[config.mk]
export PLATFORM = sky130hd
export DESIGN_NAME = gpio_sc_port
export DESIGN_NICKNAME = d
export VERILOG_FILES = /design/src/rtl/gpio_sc_pkg.sv /design/src/rtl/gpio_sc_decode.sv /design/src/rtl/gpio_sc_drive.sv /design/src/rtl/gpio_sc_sample.sv /design/src/rtl/gpio_sc_port.sv
export SDC_FILE = /design/constraint.sdc
export NUM_CORES = 1
export LEC_CHECK = 0
export BUFFER_PORTS_ARGS = -buffer_cell sky130_fd_sc_hd__buf_4
export CAP_MARGIN = 20
export CORE_ASPECT_RATIO = 1.5
export CORE_MARGIN = 2
export CORE_UTILIZATION = 57
export CTS_CLUSTER_SIZE = 28
export DETAILED_ROUTE_END_ITERATION = 10
export PLACE_DENSITY = 0.95
export SKIP_CTS_REPAIR_TIMING = 1
export SYNTH_ARGS = -nofsm -noshare
export SYNTH_HDL_FRONTEND = slang
export SYNTH_HIERARCHICAL = 1
export SYNTH_SLANG_ARGS = --single-unit
[constraint.sdc]
create_clock -name clk -period 5.04 [get_ports clk]
set_clock_uncertainty 0.05 [all_clocks]
set_input_delay 0.756 -clock clk [delete_from_list [all_inputs] [get_ports clk]]
set_output_delay 0.756 -clock clk [all_outputs]
set_load 0.01 [all_outputs]
[src/rtl/gpio_sc_pkg.sv]
package gpio_sc_pkg;

    localparam int ADDR_W = 12;

    localparam logic [ADDR_W-1:0] OFS_DIR_CLR  = 12'h100;
    localparam logic [ADDR_W-1:0] OFS_VAL_SET  = 12'h108;
    localparam logic [ADDR_W-1:0] OFS_VAL_CLR  = 12'h10C;
    localparam logic [ADDR_W-1:0] OFS_PIN_STAT = 12'h110;

    typedef enum logic [2:0] {
        REG_NONE,
        REG_DIR,
        REG_VSET,
        REG_VCLR,
        REG_STAT
    } reg_sel_e;

    typedef struct packed {
        logic dir_clr;
        logic val_set;
        logic val_clr;
        logic arm;
    } wr_cmd_t;

    function automatic reg_sel_e map_offset(input logic [ADDR_W-1:0] ofs);
        reg_sel_e r;
        case (ofs)
            OFS_DIR_CLR:  r = REG_DIR;
            OFS_VAL_SET:  r = REG_VSET;
            OFS_VAL_CLR:  r = REG_VCLR;
            OFS_PIN_STAT: r = REG_STAT;
            default:      r = REG_NONE;
        endcase
        return r;
    endfunction

endpackage

[src/rtl/gpio_sc_decode.sv]
module gpio_sc_decode
    import gpio_sc_pkg::*;
(
    input  logic [ADDR_W-1:0] addr,
    input  logic              we,
    output reg_sel_e          sel,
    output wr_cmd_t           cmd
);

    always_comb begin
        sel = map_offset(addr);
        cmd = '0;
        if (we) begin
            case (sel)
                REG_DIR:  cmd.dir_clr = 1'b1;
                REG_VSET: cmd.val_set = 1'b1;
                REG_VCLR: cmd.val_clr = 1'b1;
                REG_STAT: cmd.arm     = 1'b1;
                default:  cmd         = '0;
            endcase
        end
    end

endmodule

[src/rtl/gpio_sc_drive.sv]
module gpio_sc_drive
    import gpio_sc_pkg::*;
#(
    parameter int PIN_CNT = 32
) (
    input  logic               clk,
    input  logic               rst,
    input  wr_cmd_t            cmd,
    input  logic [PIN_CNT-1:0] mask,
    output logic [PIN_CNT-1:0] oe_q,
    output logic [PIN_CNT-1:0] val_q
);

    logic touch_val;
    assign touch_val = cmd.val_set | cmd.val_clr;

    for (genvar i = 0; i < PIN_CNT; i++) begin : g_pin
        logic oe_r;
        logic val_r;

        always_ff @(posedge clk) begin
            if (rst) begin
                oe_r  <= 1'b0;
                val_r <= 1'b0;
            end else if (mask[i]) begin
                if (touch_val) begin
                    oe_r <= 1'b1;
                end else if (cmd.dir_clr) begin
                    oe_r <= 1'b0;
                end
                if (cmd.val_set) begin
                    val_r <= 1'b1;
                end else if (cmd.val_clr) begin
                    val_r <= 1'b0;
                end
            end
        end

        assign oe_q[i]  = oe_r;
        assign val_q[i] = val_r;
    end

endmodule

[src/rtl/gpio_sc_sample.sv]
module gpio_sc_sample #(
    parameter int PIN_CNT     = 32,
    parameter int SYNC_STAGES = 2
) (
    input  logic               clk,
    input  logic               rst,
    input  logic               arm_wr,
    input  logic [PIN_CNT-1:0] pin_in,
    output logic [PIN_CNT-1:0] level,
    output logic               armed
);

    localparam int LAST = SYNC_STAGES - 1;

    logic [SYNC_STAGES-1:0][PIN_CNT-1:0] chain;
    logic                                armed_q;

    always_ff @(posedge clk) begin
        if (rst) begin
            chain <= '0;
        end else begin
            chain[0] <= pin_in;
            for (int s = 1; s < SYNC_STAGES; s++) begin
                chain[s] <= chain[s-1];
            end
        end
    end

    always_ff @(posedge clk) begin
        if (rst) begin
            armed_q <= 1'b0;
        end else if (arm_wr) begin
            armed_q <= 1'b1;
        end
    end

    assign armed = armed_q;
    assign level = armed_q ? chain[LAST] : '0;

endmodule

[src/rtl/gpio_sc_port.sv]
module gpio_sc_port
    import gpio_sc_pkg::*;
#(
    parameter int PIN_CNT     = 32,
    parameter int SYNC_STAGES = 2
) (
    input  logic               clk,
    input  logic               rst,
    input  logic [ADDR_W-1:0]  bus_addr,
    input  logic               bus_we,
    input  logic [PIN_CNT-1:0] bus_wdata,
    output logic [PIN_CNT-1:0] bus_rdata,
    output logic [PIN_CNT-1:0] pad_oe,
    output logic [PIN_CNT-1:0] pad_out,
    input  logic [PIN_CNT-1:0] pad_in
);

    reg_sel_e           sel;
    wr_cmd_t            cmd;
    logic [PIN_CNT-1:0] pin_level;
    logic               sample_armed;

    gpio_sc_decode u_decode (
        .addr (bus_addr),
        .we   (bus_we),
        .sel  (sel),
        .cmd  (cmd)
    );

    gpio_sc_drive #(
        .PIN_CNT (PIN_CNT)
    ) u_drive (
        .clk   (clk),
        .rst   (rst),
        .cmd   (cmd),
        .mask  (bus_wdata),
        .oe_q  (pad_oe),
        .val_q (pad_out)
    );

    gpio_sc_sample #(
        .PIN_CNT     (PIN_CNT),
        .SYNC_STAGES (SYNC_STAGES)
    ) u_sample (
        .clk    (clk),
        .rst    (rst),
        .arm_wr (cmd.arm),
        .pin_in (pad_in),
        .level  (pin_level),
        .armed  (sample_armed)
    );

    always_comb begin
        case (sel)
            REG_DIR:  bus_rdata = pad_oe;
            REG_VSET: bus_rdata = pad_out;
            REG_STAT: bus_rdata = pin_level;
            default:  bus_rdata = '0;
        endcase
    end

endmodule

# == Yosys cells after proc, flatten, opt, wreduce, memory -nomap -nowiden ==
# Index checks and enable logic that the tools add are counted.
# classes
n_eq_ne,8
n_mux,12
bitwise,1
reduce_logical,66
# ops
operator,count
2-bit AND reduction,64
32-bit one-hot mux with 3 select lines,1
12-bit by 9-bit equality test with 1-bit output (second input constant),4
32-bit 2-to-1 mux,1
3-bit one-hot mux with 4 select lines,1
1-bit 2-to-1 mux,8
3-bit by 2-bit equality test with 1-bit output (second input constant),2
4-bit 2-to-1 mux,1
2-bit nonzero test,2
3-bit by 1-bit equality test with 1-bit output (second input constant),1
3-bit equality test (second input constant),1
1-bit bitwise OR,1
# totals
reg_bits,129
output_inout_bits,96
elab_cells,154

# == Depth between registers and ports, before layout ==
# Gate-level depths: netlist (run 1).
# depth
ltp_word,8
depth_mapped,7
depth_no_buf,5

# == By module ==
# Netlist (run 1), hierarchy kept.
# modules_own_cells
mod,n_inst,cells_per_inst,area_each_um2
gpio_sc_drive,1,344,3265.6
gpio_sc_sample,1,172,2025.7
gpio_sc_port,1,117,992.2
gpio_sc_decode,1,19,121.4

# == Worst setup path after synthesis (run 1) ==
# No wires, ideal clock.
# synth_timing
path_kind,input -> output
startpoint,in bus_addr[11]
endpoint,out bus_rdata[21]
arrival_time_ns,2.876
required_ns,4.234
slack_ns,1.358
cell_stages,6
n_path_buf,1
path_cell_list,nor4_1 > nand3b_1 > nor4b_1 > nor3b_4 > buf_6 > a221o_1
# synth_via
elab_chain_len,4
# synth_rtl
item,line,text
"start, declared",gpio_sc_port.sv:9,"input logic [ADDR_W-1:0] bus_addr,"
12-bit by 9-bit equality test with 1-bit output,gpio_sc_pkg.sv:27,case (ofs)
3-bit one-hot mux with 4 select lines (*),gpio_sc_pkg.sv:27,
via sel[1],gpio_sc_port.sv:18,reg_sel_e sel;
3-bit equality test (tied with other cells),gpio_sc_port.sv:54,case (sel)
32-bit one-hot mux with 3 select lines (*),gpio_sc_port.sv:54,
"end, declared",gpio_sc_port.sv:12,"output logic [PIN_CNT-1:0] bus_rdata,"
# The timed path passes the listed nets; every way through them passes the cells marked *.

# == Final worst setup path (run 1) ==
# layout_timing
startpoint,in bus_addr[11]
endpoint,out bus_rdata[24]
# The elaborated chain is that of the path after synthesis.

==> run summary, run 1 <==
The run finished with clean final reports. The maximum clock rate came out at 247 MHz. A synthesized cell averages 9.82 um^2. The remaining antenna violation count after routing came out at 0. The global-route wire length before repair is 24,700 um.

The initial detailed-routing violation count is 305. The clock transition time at the flip-flop clock pins of the worst setup and hold paths is 60 ps. In the final layout, the multi-input gates occupy 0.00303 mm^2. The number of global-route vias before repair is 5,179. The number of clock buffers added by TritonCTS is 17.

The total overflow reported by the global router is 0. After synthesis, the largest family of logic cells by area is compound AO/OA/AOI/OAI gates. The internal power is 2.01 mW. The power density over cell area is 317 mW/mm^2. The leakage component of the power came out at 3.23 nW. The summed area of non-filler cells in the final layout is 0.00789 mm^2. The worst pin sits at a relative slew slack of 0.378. Sorting the synthesized cells by area gives the leading types as sky130_fd_sc_hd__dfxtp_1 40%, sky130_fd_sc_hd__buf_4 8.1%, sky130_fd_sc_hd__and2_1 6.1%, sky130_fd_sc_hd__a21bo_2 5.6%, sky130_fd_sc_hd__a221o_1 4.8%. The H-tree depth reported by CTS came out at 4. The clock share of power is 0.538. The register share of total power came out at 0.419. The worst path in the final design needs a cycle of 4050 ps, including I/O delays and setup. The worst-case IR drop observed on VDD is 286 uV.

Setup repair after global routing left no endpoint under its margin. The layout net count is 817. The routed wire length is 15,900 um. Once layout is complete, the utilization of the core stands at 0.717. The fraction of power consumed by combinational cells is 0.043. In the layout the commonest cells are 182 x sky130_fd_sc_hd__buf_4, 129 x sky130_fd_sc_hd__dfxtp_1, 62 x sky130_fd_sc_hd__and2_1, 49 x sky130_fd_sc_hd__nor2b_1. The number of standard cells after synthesis came out at 652. The area share of the leading cell type in the synthesized netlist is 0.403.

The ratio of routed vias to standard cells is 5.58. The core region area came out at 0.0110 mm^2. The type of origin of the critical path is a primary input. In the final routed layout, each cell accounts on average for 17.7 um. The number of antenna violations at the first check in global routing is 0. STA puts the critical path data arrival time at 3250 ps. The overall fraction of global-route tracks in use came out at 0.255. The final cell count without fillers came out at 898.

The share of layout cells above drive strength 1 is 0.411. The parity-gate share of the synthesized area counting xor and xnor cells came out at 0. The detailed-routing iteration count for the pre-antenna-repair pass is 5. The worst setup path is captured at an output pin. The count of pins on the block boundary is 175. Leaving out fill and tap cells, the most frequent cell in the layout is sky130_fd_sc_hd__buf_4.

The final critical-path share of the clock period is 0.804. The post-detailed-route DRC marker count is 0. The compound-cell area share of the yosys netlist is 0.244. The register area is 0.00258 mm^2. The final RePlAce weighted congestion came out at 0.822.

The actual slew at the worst max-slew pin is 931 ps. The hold violation total from the final report was 0. The simple logic cell fraction of the synthesized area is 0.223. The number of distinct library cell variants in the gate-level netlist after synthesis is 36. The final max-slew violation count came to 0.

The dominant cell type by area after synthesis is sky130_fd_sc_hd__dfxtp_1. The adder-cell area share of the yosys netlist came out at 0. The number of max-cap violations came out at 0. The number of cells after detailed placement came out at 865. For the final routed database, the setup TNS stands at 0 ps.

The CTS sink count came out at 129. TritonCTS built the clock tree. The die is 90.6 um wide.

At the worst endpoint, the required time is 4230 ps. The synthesis-to-finish area growth came out at 23.1%. After synthesis, the share of cell area in mux cells is 0.

The synthesis warning total is 6. The switching share of power came out at 0.198. The number of fill cells came out at 770. The post-synthesis sequential area ratio came out at 0.403. The total inserted antenna cells came out at 0. The die height came out at 134 um. The routed via count came out at 5,015. The post-synthesis instance area came out at 0.00640 mm^2. The total half-perimeter wirelength after legalization and detailed placement is 10,600 um. The clock latency on the worst-skew pair came out at 400 ps. The total cell area at the placement stage is 0.00720 mm^2. The final number of setup-violating endpoints came out at 0. Of all nets on the critical path, the largest fanout is 34.

The worst setup path is of the primary input to output pin kind. The die area is 0.0121 mm^2. Buffers placed on the I/O ports in this run total 174. The class of the worst hold path is flop to flop. The starting density of the core is 0.582. The pin count of the biggest net entering global routing came out at 94.

The post-synthesis net count came out at 731. The number of cell rows came out at 47. For this design the total switching power over the nets is 0.496 mW. The cell sitting at the root of the clock tree is a sky130_fd_sc_hd__clkbuf_16. The clock passes through at most 2 buffers. Counting flops and latches in the post-synthesis netlist gives 129.
[state kept, by name (all words and copies together) (netlist names)]
name and cells:
u_drive/g_pin.oe_r 32, u_sample/armed 1, u_sample/chain 64, u_drive/g_pin.val_r 32
[synth_stat cells]
| master | instances |
|---|---|
| sky130_fd_sc_hd__nand2_1 | 34 |
| sky130_fd_sc_hd__nor3b_4 | 1 |
| sky130_fd_sc_hd__clkbuf_2 | 3 |
| sky130_fd_sc_hd__o21ai_0 | 23 |
| sky130_fd_sc_hd__nand2b_1 | 1 |
| sky130_fd_sc_hd__nand3b_1 | 1 |
| sky130_fd_sc_hd__and2_1 | 62 |
| sky130_fd_sc_hd__or2b_1 | 1 |
| sky130_fd_sc_hd__or4_1 | 1 |
| sky130_fd_sc_hd__nor2_2 | 1 |
| sky130_fd_sc_hd__clkbuf_1 | 3 |
| sky130_fd_sc_hd__a21bo_1 | 28 |
| sky130_fd_sc_hd__nand3_1 | 1 |
| sky130_fd_sc_hd__a221o_1 | 31 |
| sky130_fd_sc_hd__and4bb_1 | 1 |
| sky130_fd_sc_hd__nor4_1 | 4 |
| sky130_fd_sc_hd__dfxtp_1 | 129 |
| sky130_fd_sc_hd__o21ai_1 | 9 |
| sky130_fd_sc_hd__a21bo_2 | 36 |
| sky130_fd_sc_hd__nor4bb_1 | 30 |
| sky130_fd_sc_hd__buf_4 | 69 |
| sky130_fd_sc_hd__a21oi_1 | 36 |
| sky130_fd_sc_hd__nor3_1 | 2 |
| sky130_fd_sc_hd__nor2_1 | 2 |
| sky130_fd_sc_hd__nor2b_1 | 49 |
| sky130_fd_sc_hd__and2_0 | 1 |
| sky130_fd_sc_hd__o21ba_4 | 1 |
| sky130_fd_sc_hd__and4bb_2 | 2 |
| sky130_fd_sc_hd__buf_2 | 30 |
| sky130_fd_sc_hd__a211o_1 | 1 |
| sky130_fd_sc_hd__clkbuf_4 | 2 |
| sky130_fd_sc_hd__nor4b_1 | 1 |
| sky130_fd_sc_hd__buf_6 | 11 |
| sky130_fd_sc_hd__a21oi_2 | 28 |
| sky130_fd_sc_hd__nor2b_2 | 16 |
| sky130_fd_sc_hd__or3_4 | 1 |
[worst max-delay path, stage by stage]
cell                       delay (ps)
sky130_fd_sc_hd__buf_4            110
sky130_fd_sc_hd__nor4_1           260
sky130_fd_sc_hd__nand3b_1         370
sky130_fd_sc_hd__nor4_2           420
sky130_fd_sc_hd__buf_4            480
sky130_fd_sc_hd__nor2_4           270
sky130_fd_sc_hd__a221o_1          420
sky130_fd_sc_hd__buf_4            150
[power groups by stage]
stage / combinational, mW / clock (mW) / sequential [mW]
floorplan: 0.0419 / 0 / 1.07
global placement: 0.0997 / 0 / 1.07
detailed placement: 0.104 / 0 / 1.07
CTS: 0.105 / 1.37 / 1.05
global route: 0.116 / 1.42 / 1.05
finish: 0.107 / 1.35 / 1.05
[kinds of logic after synthesis]
kind of cell    after synthesis
simple gates                212
flops                       129
buf+inv                     118
compound gates              193
[per-stage QoR]
| stage | hold WS [ps] | setup WS (ps) | power (mW) |
|---|---|---|---|
| floorplan | 364 | 1360 | 1.11 |
| global placement | 366 | 1100 | 1.17 |
| detailed placement | 372 | 1030 | 1.17 |
| CTS | 384 | 1010 | 2.52 |
| global route | 406 | 867 | 2.58 |
| finish | 382 | 988 | 2.50 |
[area by class of cell]
| cell class | instances | share of cell area |
|---|---|---|
| Multi-Input combinational cell | 405 | 0.384 |
| Timing Repair Buffer | 185 | 0.182 |
| Clock inverter | 13 | 0.0262 |
| Tap cell | 147 | 0.0233 |
| Clock buffer | 19 | 0.0574 |
| Sequential cell | 129 | 0.327 |
[worst paths after layout]
check / cells past startpoint / from / to / slack (ps)
worst max-delay path: 8 / bus_addr[11] / bus_rdata[24] / 990
worst min register to register: 1 / u_sample/chain[17] / u_sample/chain[49] / 380
worst min-delay path: 1 / u_sample/chain[17] / u_sample/chain[49] / 380
worst max register to register: 1 / u_sample/armed / u_sample/armed / 3760
[per-layer routing]
metal	wire length, um	global-route usage	share of wire
met1	6070	0.277	0.38
met2	8330	0.457	0.52
met3	884	0.0579	0.056
met4	581	0.141	0.037
met5	0	0	0
Power figures use the tool's default switching activity.
==> inputs of run 2 (changes only) <==
--- a/config.mk
+++ b/config.mk
@@ -5,14 +5,15 @@
 export SDC_FILE = /design/constraint.sdc
 export NUM_CORES = 1
 export LEC_CHECK = 0
+export ABC_AREA = 1
 export BUFFER_PORTS_ARGS = -buffer_cell sky130_fd_sc_hd__buf_4
 export CAP_MARGIN = 20
 export CORE_ASPECT_RATIO = 1.5
 export CORE_MARGIN = 2
-export CORE_UTILIZATION = 57
+export CORE_UTILIZATION = 53
 export CTS_CLUSTER_SIZE = 28
 export DETAILED_ROUTE_END_ITERATION = 10
-export PLACE_DENSITY = 0.95
+export PLACE_DENSITY = 0.93
 export SKIP_CTS_REPAIR_TIMING = 1
 export SYNTH_ARGS = -nofsm -noshare
 export SYNTH_HDL_FRONTEND = slang
==> constraint.sdc (replaced) <==
create_clock -name clk -period 4.05 [get_ports clk]
set_clock_uncertainty 0.05 [all_clocks]
set_input_delay 0.6075 -clock clk [delete_from_list [all_inputs] [get_ports clk]]
set_output_delay 0.6075 -clock clk [all_outputs]
set_load 0.01 [all_outputs]
==> run summary, run 2 <==
The run finished with clean final reports. The detailed-routing iteration count for the pre-antenna-repair pass is 7 (+2). The layout net count came out at 1,004 (+23%).

The stage delay of the slowest cell on the critical path came to 400 ps (-80 ps). The clock transition time at the flip-flop clock pins of the worst setup and hold paths is 60 ps (about the same). In the final layout, the registers with the most flip-flops are u_sample/chain x64, u_drive/g_pin.oe_r x32, u_drive/g_pin.val_r x32.

The routed wire length per instance came out at 15.1 um (-15%). After synthesis, the most frequently instantiated cells are 167 x sky130_fd_sc_hd__nand2_1, 129 x sky130_fd_sc_hd__dfxtp_1, 110 x sky130_fd_sc_hd__inv_1. The global-route wire length before repair came out at 25,800 um (+4.2%).

The compound-cell area share of the yosys netlist came to 0.109 (-0.135). The adder-cell area share of the yosys netlist came to 0 (unchanged). The worst setup path is captured at an output pin.

The maximum fanout count along the critical path came to 64 (+88%). The H-tree depth reported by CTS is 4 (unchanged). After synthesis, the cell types taking the most area are sky130_fd_sc_hd__dfxtp_1 41%, sky130_fd_sc_hd__nand2_1 9.9%, sky130_fd_sc_hd__buf_4 8.6%, sky130_fd_sc_hd__inv_1 6.5%, sky130_fd_sc_hd__nand4_1 6.3%. Yosys instantiated no cell more often than sky130_fd_sc_hd__nand2_1. The number of standard cells after synthesis was 841 (+29%). The die extent in x is 93.4 um (+3.2%). The number of antenna violations at the first check in global routing is 0 (unchanged). The number of buffers added by the clock tree synthesis step is 17 (unchanged). The worst setup path is launched from a primary input.

The routed wire length is 16,400 um (+3.7%). TritonCTS built the clock tree. The post-synthesis sequential area ratio is 0.406 (+0.00294). The final setup TNS came out at 0 ps (unchanged). The die area is 0.0129 mm^2 (+6.5%).

The CTS sink count is 129 (unchanged). The number of fill cells is 950 (+23%). The area share of the leading cell type in the synthesized netlist is 0.406 (+0.00294). The pre-CTS worst setup slack is 956 ps (-71.3 ps).

On the critical path the largest part of the delay comes from buffers and inverters. The total overflow reported by the global router came out at 0 (unchanged). In this run the most critical hold path is launched from pad_in[23]. Tracing the worst setup path back leads to its startpoint at bus_addr[0]. Walking the worst path, the cells encountered are buf_4, inv_1, nand2_1, nor2_1, nand3_1, inv_1, inv_4, nand4_1, nand3_1, buf_4.

The parity-gate share of the synthesized area counting xor and xnor cells came out at 0 (unchanged). The number of max-cap violations is 0 (unchanged). The cell depth of the worst flop-to-flop path was 3 (+2). The slowest library cell on the worst path is sky130_fd_sc_hd__inv_1. The instance count along the most critical hold path is 3 (+2). The share of flip-flops with an asynchronous set or reset after synthesis is 0 (unchanged). The flip-flop count of the largest register after layout came out at 64 (unchanged). The maximum count of clock buffers along a single path is 2 (unchanged). The count of pins on the block boundary came out at 175 (unchanged).

The share of layout cells above drive strength 1 is 0.310 (-0.101). The largest total area in the synthesized netlist belongs to sky130_fd_sc_hd__dfxtp_1. The core region area is 0.0118 mm^2 (+7.6%). The post-synthesis net count is 920 (+26%).

The worst endpoint data arrival time is 2500 ps (-750 ps). The tightest min-delay check is of the primary input to flop type. The number of cells on the critical path was 10 (+2).

The number of buffer cells added on primary ports came out at 174 (unchanged). The tree is rooted in a sky130_fd_sc_hd__clkbuf_16. The leakage component of the power came out at 3.56 nW (+10%). The relative max-transition margin is 0.306 (-0.0720). The actual slew at the worst max-slew pin came to 1040 ps (+109 ps). The pin count of the biggest net entering global routing is 93 (-1.1%). The number of global-route vias before repair was 5,401 (+4.3%). Setup repair after global routing left no endpoint under its margin.

The overall fraction of global-route tracks in use came out at 0.251 (-0.00396). The final number of setup-violating endpoints is 0 (unchanged). The maximum clock rate is 317 MHz.

In the synthesized netlist the dominant register cell turns out to be sky130_fd_sc_hd__dfxtp_1. The top cell types in the final layout, fill and taps aside, are 186 x sky130_fd_sc_hd__buf_4, 167 x sky130_fd_sc_hd__nand2_1, 129 x sky130_fd_sc_hd__dfxtp_1, 110 x sky130_fd_sc_hd__inv_1, 70 x sky130_fd_sc_hd__nor2_1. The critical path buffer and inverter count came out at 5 (+2). The number of flops mapped to enable cells by yosys came out at 0 (unchanged). The total half-perimeter wirelength after legalization and detailed placement was 11,100 um (+4.7%). The multiplexer fraction of the synthesized cell area is 0 (unchanged). The dominant combinational cell family by area after synthesis is simple AND/OR/NAND/NOR gates.

The final max-slew violation count was 0 (unchanged). The synthesis warning total came out at 6 (unchanged). The post-synthesis instance area is 0.00636 mm^2 (-0.72%).

The setup slack after layout is 892 ps (-96.0 ps). The final RePlAce weighted congestion is 0.806 (-1.9%). The die height is 138 um (+3.2%). The required time at the worst-slack endpoint is 3390 ps (-840 ps). The largest register by flop count is u_sample/chain. The mean instance size in the synthesized netlist is 7.56 um^2 (-23%).

The remaining antenna violation count after routing came out at 0 (unchanged). The start of the worst register-to-register path is u_sample/armed. The maximum resistive drop on vdd is 306 uV (+6.8%). The number of distinct library cell variants in the gate-level netlist after synthesis came to 20 (-44%). The initial detailed-routing violation count is 407 (+33%).

The clock latency on the worst-skew pair is 410 ps (about the same). The final period demand of the worst path came out at 3160 ps. The post-detailed-route DRC marker count is 0 (unchanged). In the finished design, the share of the clock period the worst path needs comes to 0.780.

The number of cell rows came out at 49 (+4.3%). The critical path class is primary input to output pin. The leading cell type in the layout, fill and taps excluded is sky130_fd_sc_hd__buf_4. The ratio of routed vias to standard cells came out at 5.22 (-6.5%). The total inserted antenna cells came out at 0 (unchanged). The register bit total from synthesis was 129 (unchanged). Compared with the post-synthesis result, the final layout area differs by 20.0%. The hold violation total from the final report is 0 (unchanged). The routed via count is 5,699 (+14%). The power density over cell area came to 380 mW/mm^2 (+20%). The simple logic cell fraction of the synthesized area is 0.271 (+0.0483).

The starting density of the core came to 0.537 (-0.0451).
## run 2: cell count changes in the layout (fill, tap and decap cells not counted), sizes merged, moves of 4 or more
cell / previous run / this run
nand2: 34 / 170
inv: 2 / 124
nor2: 3 / 77
nand3: 1 / 69
nor2b: 65 / 0
a21bo: 64 / 0
nand4: 0 / 64
and2: 63 / 0
a221o: 31 / 0
nor4bb: 30 / 0
bufinv: 5 / 1
nor4: 4 / 0
## run 2: routing by layer
metal  GRT usage  vias to the layer above  part of all wire
li1            -                     2785                 -
met1       0.290                     2621              0.38
met2       0.430                      240              0.52
met3      0.0545                       53             0.063
met4       0.131                        0             0.037
met5           0                        -                 0
## run 2: final timing paths
| path | slack [ps] | end |
|---|---|---|
| max | 890 | bus_rdata[7] |
| min | 350 | u_sample/chain[23] |
| max reg2reg | 3010 | u_sample/armed |
| min reg2reg | 350 | u_sample/chain[46] |
## run 2: where the power goes
part	internal (mW)	total, mW	leakage [nW]	switching (mW)
combinational	0.0650	0.134	2.23	0.0691
sequential	1.30	1.31	1.05	0.00771
clock	0.862	1.46	0.281	0.599
total	2.23	2.90	3.56	0.676
## run 2: layout make-up
class	instances	area [um^2]	share of cell area
tap	153	191	0.0251
multi-input combinational	476	2430	0.319
clock inverter	15	144	0.0189
sequential	129	2580	0.338
clock buffer	17	425	0.0558
inverter	114	430	0.0564
timing repair buffer	187	1420	0.187
## run 2: worst reg2reg max path: stages, from the launching register on
cell	delay (ps)
sky130_fd_sc_hd__dfxtp_1	550
sky130_fd_sc_hd__buf_16	230
sky130_fd_sc_hd__nor2_1	70
sky130_fd_sc_hd__nor2_1	80
## run 2: cells by family after synthesis
kind of cell | count (synthesis)
AO/OA/AOI/OAI | 96
buffers and inverters | 236
flip-flops | 129
AND/OR/NAND/NOR | 380
## run 2: metrics by stage
step | utilization | area [um^2] | total power, mW | cells | hold WS, ps
after floorplan | - | 6360 | 1.39 | 841 | 338
after global placement | 0.594 | 7030 | 1.46 | 1058 | 340
after detailed placement | 0.594 | 7030 | 1.47 | 1058 | 342
after CTS | 0.642 | 7600 | 2.92 | 1090 | 337
after global routing | 0.645 | 7630 | 3.00 | 1091 | 347
final | 0.645 | 7630 | 2.90 | 1091 | 346
==> inputs of run 3 (changes only) <==
--- a/config.mk
+++ b/config.mk
@@ -10,10 +10,10 @@
 export CAP_MARGIN = 20
 export CORE_ASPECT_RATIO = 1.5
 export CORE_MARGIN = 2
-export CORE_UTILIZATION = 53
+export CORE_UTILIZATION = 48
 export CTS_CLUSTER_SIZE = 28
 export DETAILED_ROUTE_END_ITERATION = 10
-export PLACE_DENSITY = 0.93
+export PLACE_DENSITY = 0.89
 export SKIP_CTS_REPAIR_TIMING = 1
 export SYNTH_ARGS = -nofsm -noshare
 export SYNTH_HDL_FRONTEND = slang
==> constraint.sdc (replaced) <==
create_clock -name clk -period 2.55 [get_ports clk]
set_clock_uncertainty 0.05 [all_clocks]
set_input_delay 0.3825 -clock clk [delete_from_list [all_inputs] [get_ports clk]]
set_output_delay 0.3825 -clock clk [all_outputs]
set_load 0.01 [all_outputs]
==> run summary, run 3 (synthesized netlist as in run 2, its figures left out) <==
STA classifies the critical path startpoint as a primary input. The maximum clock rate came out at 420 MHz. The routed wire length per instance came out at 15.2 um (+0.87%).

The overall fraction of global-route tracks in use is 0.232 (-0.0196). The number of buffer cells added on primary ports is 174 (unchanged). The power density over cell area is 594 mW/mm^2 (+56%). The layout net count came to 1,010 (+0.60%). The clock transition time at the flip-flop clock pins of the worst setup and hold paths came to 60 ps (about the same). More flip-flops sit in one register than any other, and that register is u_sample/chain. The total half-perimeter wirelength after legalization and detailed placement came out at 11,200 um (+1.2%). The number of buffers added by the clock tree synthesis step came out at 17 (unchanged).

The fraction of power consumed by combinational cells came to 0.047 (about the same). The setup path with the least slack is of type primary input to output pin. In this run the clock root is driven by a sky130_fd_sc_hd__clkbuf_16. TritonCTS built the clock tree. The final RePlAce weighted congestion is 0.839 (+4.0%).

The pre-CTS worst setup slack was -77.2 ps (-1030 ps). The synthesis-to-finish area growth is 21.3%. The number of cell rows was 51 (+4.1%). The maximum fanout count along the critical path is 32 (-50%). The clock share of power was 0.500 (-0.003). The worst hold slack is 124 ps (-222 ps). The setup slack after layout came out at 168 ps (-724 ps).

The flow ran to the end, and the final reports show no timing, DRC or antenna violations. The final number of setup-violating endpoints came out at 0 (unchanged). The routed wire length came out at 16,800 um (+2.1%).

The leakage component of the power is 3.58 nW (+0.47%). The H-tree depth reported by CTS is 4 (unchanged). The slowest stage of the critical path is the sky130_fd_sc_hd__inv_2 cell. The global-route wire length before repair is 26,700 um (+3.5%). The maximum count of clock buffers along a single path is 2 (unchanged).

The total power draw is 4.58 mW (+58%). The worst hold path begins at pad_in[20]. The routed via count came to 5,696 (-0.053%). In the final layout, the registers with the most flip-flops are u_sample/chain x64, u_drive/g_pin.oe_r x32, u_drive/g_pin.val_r x32. The die height came to 145 um (+4.9%). The core region area is 0.0130 mm^2 (+9.5%).

The number of antenna violations at the first check in global routing came out at 0 (unchanged). Setup repair after global routing left no endpoint under its margin. The switching share of power is 0.222 (-0.0112).

The ratio of routed vias to standard cells came out at 5.16 (-1.2%). The worst endpoint data arrival time is 1950 ps (-550 ps). The critical path capture point type is an output pin. The starting density of the core is 0.491 (-0.0465). The critical path goes through buf_4, inv_1, nand2_1, nor2_2, nand3_1, nand2_1, nand2_1, inv_2, inv_2, nand4_1, nand3_1, buf_4. The critical path buffer and inverter count is 5 (unchanged). In the layout the commonest cells are 188 x sky130_fd_sc_hd__buf_4, 167 x sky130_fd_sc_hd__nand2_1, 129 x sky130_fd_sc_hd__dfxtp_1, 109 x sky130_fd_sc_hd__inv_1, 70 x sky130_fd_sc_hd__nor2_1. The final period demand of the worst path came out at 2380 ps. The count of pins on the block boundary came to 175 (unchanged).

The hold violation total from the final report is 0 (unchanged). The actual slew at the worst max-slew pin came out at 1040 ps (-5.18 ps). The flip-flop count of the largest register after layout came to 64 (unchanged).

The post-detailed-route DRC marker count came out at 0 (unchanged). The number of global-route vias before repair is 5,524 (+2.3%). The maximum resistive drop on vdd is 405 uV (+33%). The die area came out at 0.0142 mm^2 (+10%). The initial detailed-routing violation count came out at 256 (-37%). In this run the critical register-to-register path is launched from u_sample/armed. The library cell used most frequently in the layout, excluding fill and tap cells, is sky130_fd_sc_hd__buf_4. The stage delay of the slowest cell on the critical path came out at 450 ps (+50 ps).

The detailed-routing iteration count for the pre-antenna-repair pass came to 5 (-2). The pin count of the biggest net entering global routing is 65 (-30%). The die extent in x is 98.0 um (+4.9%). The critical path starts at bus_addr[0]. The number of max-cap violations is 0 (unchanged). The share of layout cells above drive strength 1 came out at 0.314 (+0.00332). The tightest min-delay check is of the primary input to flop type.

The clock latency on the worst-skew pair is 400 ps (about the same). The final max-slew violation count came to 0 (unchanged). The CTS sink count was 129 (unchanged). The final setup TNS came out at 0 ps (unchanged).

The switching power is 1.02 mW (+50%). The total overflow reported by the global router came out at 0 (unchanged). The required time at the worst-slack endpoint is 2120 ps (-1270 ps). The internal power is 3.57 mW (+60%). Among the stages of the critical path, the cell type that occurs most often is sky130_fd_sc_hd__nand2_1. The relative max-transition margin came out at 0.308 (+0.00182). The remaining antenna violation count after routing came to 0 (unchanged). Grouping stages by cell kind, the critical path spends the most delay in simple AND/OR/NAND/NOR gates. The final critical-path share of the clock period is 0.934.

The register share of total power is 0.453 (+0.003).
-- run 3: cell count changes in the layout (fill, tap and decap cells not counted), sizes merged, moves of 3 or more --
cell | previous run | this run
clkinv | 3 | 6
buf | 187 | 192
clkbuf | 17 | 21
inv | 124 | 114
clkinvlp | 1 | 4
-- run 3: power groups by stage --
stage	Combinational, mW	Sequential (mW)	Clock, mW
2_1_floorplan	0.0903	2.12	0
3_3_place_gp	0.211	2.12	0
3_5_place_dp	0.216	2.12	0
4_1_cts	0.217	2.08	2.32
5_1_grt	0.239	2.08	2.41
6_report	0.216	2.08	2.29
-- run 3: final cells by class --
cell class,instances,area [um^2]
multi-input combinational,477,2440
timing repair buffer,192,1480
antenna,1,2.50
clock inverter,11,109
clock buffer,21,460
sequential,129,2580
tap,159,199
inverter,114,433
fill,1113,5240
-- run 3: routing by layer --
layer  vias to the layer above  part of all wire  track usage
met5                         -                 0            0
met4                         0             0.027        0.106
met3                        40             0.064       0.0530
met2                       251              0.53        0.410
met1                      2606              0.38        0.261
li1                       2799                 -            -
-- run 3: path summary, 6_finish.rpt --
path	end	depth (start not counted)	slack [ps]
hold / removal	u_sample/chain[20]	3	120
hold reg to reg	u_sample/chain[36]	2	350
setup / recovery	bus_rdata[26]	12	170
setup reg to reg	u_sample/armed	3	1700
-- run 3: per-stage QoR --
stage	instance area [um^2]	cells	util
after floorplan	6360	841	-
after global placement	7100	1067	0.548
after detailed placement	7100	1067	0.548
after CTS	7670	1099	0.592
after global routing	7710	1103	0.595
final	7710	1104	0.595
-- run 3: worst min-delay path, delay by kind of cell --
kind	cells	cell delay, ps
simple gates	1	60
buf+inv	2	110
